`src/rtl/irq_prio_pkg.sv`:
```
package irq_prio_pkg;
   localparam int unsigned IRQ_N_SRC  = 6;
   localparam int unsigned IRQ_N_LVL  = 4;
   localparam int unsigned IRQ_LVL_W  = $clog2(IRQ_N_LVL);
   localparam int unsigned IRQ_IDX_W  = $clog2(IRQ_N_SRC);
   // two shared sources each merge a pair of raw flags
   localparam int unsigned IRQ_N_FLAG = IRQ_N_SRC + 2;
endpackage

```
`src/rtl/irq_flag_merge.sv`:
```
module irq_flag_merge #(
   parameter int unsigned N_SRC  = irq_prio_pkg::IRQ_N_SRC,
   localparam int unsigned N_FLAG = N_SRC + 2
) (
   input  logic [N_FLAG-1:0] flags_i,
   output logic [N_SRC-1:0]  req_o
);
   if (N_SRC < 3) begin : g_bad_src
      $error("irq_flag_merge needs at least three sources");
   end

   // sources below the two merged ones map one flag each
   for (genvar i = 0; i < N_SRC - 2; i++) begin : g_direct
      assign req_o[i] = flags_i[i];
   end
   // serial: receive or transmit
   assign req_o[N_SRC-2] = flags_i[N_SRC-2] | flags_i[N_SRC-1];
   // timer 2: overflow or external capture
   assign req_o[N_SRC-1] = flags_i[N_SRC]   | flags_i[N_SRC+1];
endmodule

```
`src/rtl/irq_level_arb.sv`:
```
module irq_level_arb #(
   parameter int unsigned N_SRC = irq_prio_pkg::IRQ_N_SRC,
   parameter int unsigned N_LVL = irq_prio_pkg::IRQ_N_LVL,
   localparam int unsigned LVL_W = $clog2(N_LVL),
   localparam int unsigned IDX_W = $clog2(N_SRC)
) (
   input  logic [N_SRC-1:0]            elig_i,
   input  logic [N_SRC-1:0][LVL_W-1:0] lvl_i,
   output logic                        win_vld_o,
   output logic [LVL_W-1:0]            win_lvl_o,
   output logic [IDX_W-1:0]            win_idx_o
);
   if (N_LVL < 2 || (1 << LVL_W) != N_LVL) begin : g_bad_lvl
      $error("irq_level_arb: level count must be a power of two of at least 2");
   end

   // scan from the last polled source towards index 0; ">=" lets
   // an earlier index take over a tie, so polling order breaks ties
   always_comb begin
      win_vld_o = 1'b0;
      win_lvl_o = '0;
      win_idx_o = '0;
      for (int i = N_SRC - 1; i >= 0; i--) begin
         if (elig_i[i] && (!win_vld_o || lvl_i[i] >= win_lvl_o)) begin
            win_vld_o = 1'b1;
            win_lvl_o = lvl_i[i];
            win_idx_o = IDX_W'(i);
         end
      end
   end

   // a winner is always one of the eligible requests
   always_comb begin
      if (win_vld_o) begin
         p_winner_eligible_r3: assert (elig_i[win_idx_o])
            else $error("winner not eligible");
      end
      // a winner exists exactly when something is eligible
      p_winner_iff_elig_r5: assert (win_vld_o == (|elig_i))
         else $error("winner valid mismatch");
   end
endmodule

```
`src/rtl/irq_inservice.sv`:
```
module irq_inservice #(
   parameter int unsigned N_LVL = irq_prio_pkg::IRQ_N_LVL,
   localparam int unsigned LVL_W = $clog2(N_LVL)
) (
   input  logic             clk,
   input  logic             rst_n,
   input  logic             set_i,
   input  logic [LVL_W-1:0] set_lvl_i,
   input  logic             reti_i,
   output logic             act_vld_o,
   output logic [LVL_W-1:0] act_lvl_o
);
   logic [N_LVL-1:0] busy_q, busy_d, clr_mask, set_mask;

   // highest busy level and the mask that releases it
   always_comb begin
      act_vld_o = 1'b0;
      act_lvl_o = '0;
      clr_mask  = '0;
      for (int l = 0; l < N_LVL; l++) begin
         if (busy_q[l]) begin
            act_vld_o = 1'b1;
            act_lvl_o = LVL_W'(l);
         end
      end
      if (reti_i && act_vld_o) clr_mask[act_lvl_o] = 1'b1;
   end

   always_comb begin
      set_mask = '0;
      if (set_i) set_mask[set_lvl_i] = 1'b1;
      busy_d = (busy_q & ~clr_mask) | set_mask;
   end

   always_ff @(posedge clk) begin
      if (!rst_n) busy_q <= '0;
      else        busy_q <= busy_d;
   end

   // a lone return releases exactly one level
   p_reti_releases_one_r8: assert property (@(posedge clk) disable iff (!rst_n)
      (reti_i && act_vld_o && !set_i) |=>
         ($countones(busy_q) == $past($countones(busy_q)) - 1))
      else $error("return did not release one level");

   // nothing is accepted while the top level is in service
   p_top_level_locked_r7: assert property (@(posedge clk) disable iff (!rst_n)
      busy_q[N_LVL-1] |-> !set_i)
      else $error("top level handler preempted");
endmodule

```
`src/rtl/irq_prio_ctrl.sv`:
```
module irq_prio_ctrl #(
   parameter int unsigned N_SRC = irq_prio_pkg::IRQ_N_SRC,
   parameter int unsigned N_LVL = irq_prio_pkg::IRQ_N_LVL,
   localparam int unsigned LVL_W  = $clog2(N_LVL),
   localparam int unsigned IDX_W  = $clog2(N_SRC),
   localparam int unsigned N_FLAG = N_SRC + 2
) (
   input  logic              clk,
   input  logic              rst_n,
   input  logic              tick_i,
   input  logic [N_FLAG-1:0] flags_i,
   input  logic              ie_all_i,
   input  logic [N_SRC-1:0]  ie_src_i,
   input  logic [N_SRC-1:0]  pri_hi_i,
   input  logic [N_SRC-1:0]  pri_lo_i,
   input  logic              reti_i,
   output logic              irq_o,
   output logic [IDX_W-1:0]  vec_o
);
   if (N_LVL != 4) begin : g_bad_levels
      $error("two priority planes give exactly four levels");
   end

   logic [N_SRC-1:0]            req, elig;
   logic [N_SRC-1:0][LVL_W-1:0] src_lvl;
   logic                        win_vld, act_vld, accept;
   logic [LVL_W-1:0]            win_lvl, act_lvl;
   logic [IDX_W-1:0]            win_idx;

   irq_flag_merge #(.N_SRC(N_SRC)) i_merge (
      .flags_i (flags_i),
      .req_o   (req)
   );

   for (genvar i = 0; i < N_SRC; i++) begin : g_lvl
      assign src_lvl[i] = {pri_hi_i[i], pri_lo_i[i]};
   end

   assign elig = req & ie_src_i & {N_SRC{ie_all_i}};

   irq_level_arb #(.N_SRC(N_SRC), .N_LVL(N_LVL)) i_arb (
      .elig_i    (elig),
      .lvl_i     (src_lvl),
      .win_vld_o (win_vld),
      .win_lvl_o (win_lvl),
      .win_idx_o (win_idx)
   );

   assign accept = tick_i && win_vld && (!act_vld || win_lvl > act_lvl);

   irq_inservice #(.N_LVL(N_LVL)) i_isr (
      .clk       (clk),
      .rst_n     (rst_n),
      .set_i     (accept),
      .set_lvl_i (win_lvl),
      .reti_i    (reti_i),
      .act_vld_o (act_vld),
      .act_lvl_o (act_lvl)
   );

   always_ff @(posedge clk) begin
      if (!rst_n) begin
         irq_o <= 1'b0;
         vec_o <= '0;
      end else begin
         irq_o <= accept;
         if (accept) vec_o <= win_idx;
      end
   end

   // a strobe always follows a sampling tick
   p_strobe_after_tick_r9: assert property (@(posedge clk) disable iff (!rst_n)
      irq_o |-> $past(tick_i))
      else $error("strobe without tick");

   // no strobe unless the global enable was set at the tick
   p_global_gate_r2: assert property (@(posedge clk) disable iff (!rst_n)
      irq_o |-> $past(ie_all_i))
      else $error("strobe with global enable clear");

   // every issued vector leaves a level marked in service
   p_level_held_r7: assert property (@(posedge clk) disable iff (!rst_n)
      irq_o |-> act_vld)
      else $error("vector issued without in-service level");
endmodule

```
`config.mk`:
```
export PLATFORM = sky130hd
export DESIGN_NAME = irq_prio_ctrl
export DESIGN_NICKNAME = d
export VERILOG_FILES = /design/src/rtl/irq_prio_pkg.sv /design/src/rtl/irq_flag_merge.sv /design/src/rtl/irq_level_arb.sv /design/src/rtl/irq_inservice.sv /design/src/rtl/irq_prio_ctrl.sv
export SDC_FILE = /design/constraint.sdc
export NUM_CORES = 1
export LEC_CHECK = 0
export BUFFER_PORTS_ARGS = -buffer_cell sky130_fd_sc_hd__buf_2
export CAP_MARGIN = 20
export CORE_MARGIN = 5
export CORE_UTILIZATION = 40
export CTS_CLUSTER_SIZE = 24
export DETAILED_ROUTE_END_ITERATION = 10
export PLACE_DENSITY = 0.67
export SYNTH_ARGS = -nofsm -noshare
export SYNTH_HDL_FRONTEND = slang
export SYNTH_SLANG_ARGS = --single-unit
```
`constraint.sdc`:
```
create_clock -name clk -period 8.8 [get_ports clk]
set_clock_uncertainty 0.1 [all_clocks]
set_input_delay 0.44 -clock clk [delete_from_list [all_inputs] [get_ports clk]]
set_output_delay 0.44 -clock clk [all_outputs]
set_load 0.05 [all_outputs]
```
==> results.cfg <==
[clock_tree]
cts_hold_buf = 0
cts_buffers = 3
clock-root-buffer = clkbuf_4
cts_buffer_depth = 2
path_clk_slew_ps = 50
clock_latency_ps = 250
post-cts-setup-buffers = 0
cts.repair.resized = 0
cts_sinks = 8
cts_tree = yes
cts.htree.levels = 1

[sta]
max_slew_margin_pct = 70.4
slew_viol_final = 0
setup_tns_ps = 0
setup_violations = 0
rsz0062_at_grt = false
min_period_ps = 8010
holdWs_ps = 383
worstMarginPinSlew_ps = 444
min_period_over_period_pct = 91.0
hold_violations = 0
fmax_mhz = 125

[yosys]
yosysSeqAreaShare_pct = 16.9
synth_warnings = 0
yosysTopAreaCell = dfxtp_1
syn_area_um2 = 946
synth_seq_cells = 8
synth-async-reset-ratio_pct = 0
synth_common_cells = ha_1, inv_1, nor2_1
synth_fp_nets = 161
synth_area_leaders = dfxtp_1, ha_1, nand2b_1, o211ai_4, inv_1
synth_ff_type = dfxtp_1
synth.most_common_cell = ha_1
synth_edf_count = 0
synth.distinct_cells = 35
synthCells = 118
synth.top_cell.area_share_pct = 16.9
avgSynthCellArea_um2 = 8.02

[drt]
drt_pre_antenna_iters = 4
first_iter_violations = 23
wl_mm = 2.29
ant_nets = 0
wl_met3_um = 132
wl_met2_mm = 1.09
dr_total_vias = 965
top_layer = met4
via_per_inst = 5.30
drc = 0
wl_met1_mm = 1.05
wire_per_inst_um = 12.6

[final_layout]
antenna_cells = 0
drive_above_1_share_pct = 31.2
nets = 199
fin_cells = 182
area_growth_syn_to_layout_pct = 22.9

[critical_path]
reg2reg_to = i_isr.busy_q[1]
cpPeakStageDelay_ps = 350
r2r_setup_slack_ps = 6630
reg2reg_depth = 10
startpoint = flags_i[7]
cp-end-kind = flop
crit_slowest_cell = a21oi_1
worstPathRequired_ps = 8860
critPathCapture = i_isr.busy_q[1]
cp_data_arrival_time_ps = 8060
crit-reg2reg-launch = i_isr.busy_q[2]
cp_common_cell = a21oi_1
critPathKind = primary input to flop
critPathMaxFanout = 8
critPathLaunchType = primary input

[power]
p_per_area_mw_per_mm2 = 110
p_leak_uw = 0.000568
ir_drop_mv = 0.0707

[global_routing]
gr-total-overflow = 0
grt_pass1_vias = 911
grt_pass1_wl_mm = 3.71
antenna_found_initial = 0
grt_usage_pct = 13.5
grt_max_degree = 9

[worst_hold_path]
worstHoldStart = vec_o[0]
min_path_type = flop to flop

[job]
cap_violations = 0

[floorplanning]
die_w_um = 58.6
rows = 17
start_util_pct = 42.4
die-height_um = 58.6
core_area_mm2 = 0.00223
io_pins = 35
dieArea_mm2 = 0.00344

[status]
status = completed

[placement]
dp_hpwl_mm = 1.98
gp_congestion = 0.860
dpl.cell_count = 179
io_buffers = 34
-- stage by stage --
stage	worst slack [ps]	total power, µW	util [%]	area [µm²]
final	795	128	52.0	1160
after global routing	150	139	52.0	1160
after CTS	804	129	52.0	1160
after detailed placement	548	102	51.0	1140
after global placement	726	99.8	51.0	1140
after floorplan	1640	83.7	-	946
-- power by group --
group | switching (µW) | internal (µW)
clock | 11.6 | 15.5
sequential | 1.70 | 39.0
combinational | 35.2 | 25.3
total | 48.4 | 79.8
-- worst min-delay path by stage --
stage,to,cells past startpoint,slack (ps)
floorplan,i_isr.busy_q[0],2,360
global placement,vec_o[2],2,370
detailed placement,vec_o[0],2,380
CTS,vec_o[0],2,390
global route,i_isr.busy_q[3],4,400
finish,vec_o[0],2,380
-- cells in the final DEF, fill, tap and decap left out, types with 5 or more instances in the layout --
master / count
buf_2: 34
ha_1: 12
inv_1: 11
nor2_1: 9
nand2_1: 8
nand2b_1: 8
nand3_1: 8
dfxtp_1: 8
a21oi_1: 7
o31ai_1: 5
-- cells by family (layout without fill, tap and decap cells) --
logic type	after synthesis	in the layout	share of synthesized area [%]
AND/OR/NAND/NOR	43	43	22.6
AO/OA/AOI/OAI	40	40	36.5
adder cells (fa/ha/maj)	12	12	15.9
flip-flops	8	8	16.9
buffers and inverters	13	49	5.95
multiplexers	2	2	2.12
-- worst max-delay path: cells and delay by family --
kind,cells,cell delay [ps]
buf+inv,2,200
compound gates,22,4520
fa+ha+maj,6,1670
simple gates,10,1230
-- sequential cells by signal, indices dropped and copies added, names as in the netlist --
name / flops
i_isr.busy_q: 4
irq_o: 1
vec_o: 3
-- metal layers --
| layer | track usage, % | up-vias |
|---|---|---|
| met4 | 4.21 | 0 |
| met5 | 0 | - |
| li1 | - | 511 |
| met1 | 17.6 | 424 |
| met2 | 22.0 | 28 |
| met3 | 2.85 | 2 |
-- final cells by class --
cell class              count  area [µm²]
clock buffers               3        22.5
fillers                   226        1070
inverters                  12        45.0
multi-input cells          97         729
flip-flops and latches      8         160
well taps                  28        35.0
repair buffers             34         170
Power figures use the tool's default switching activity.
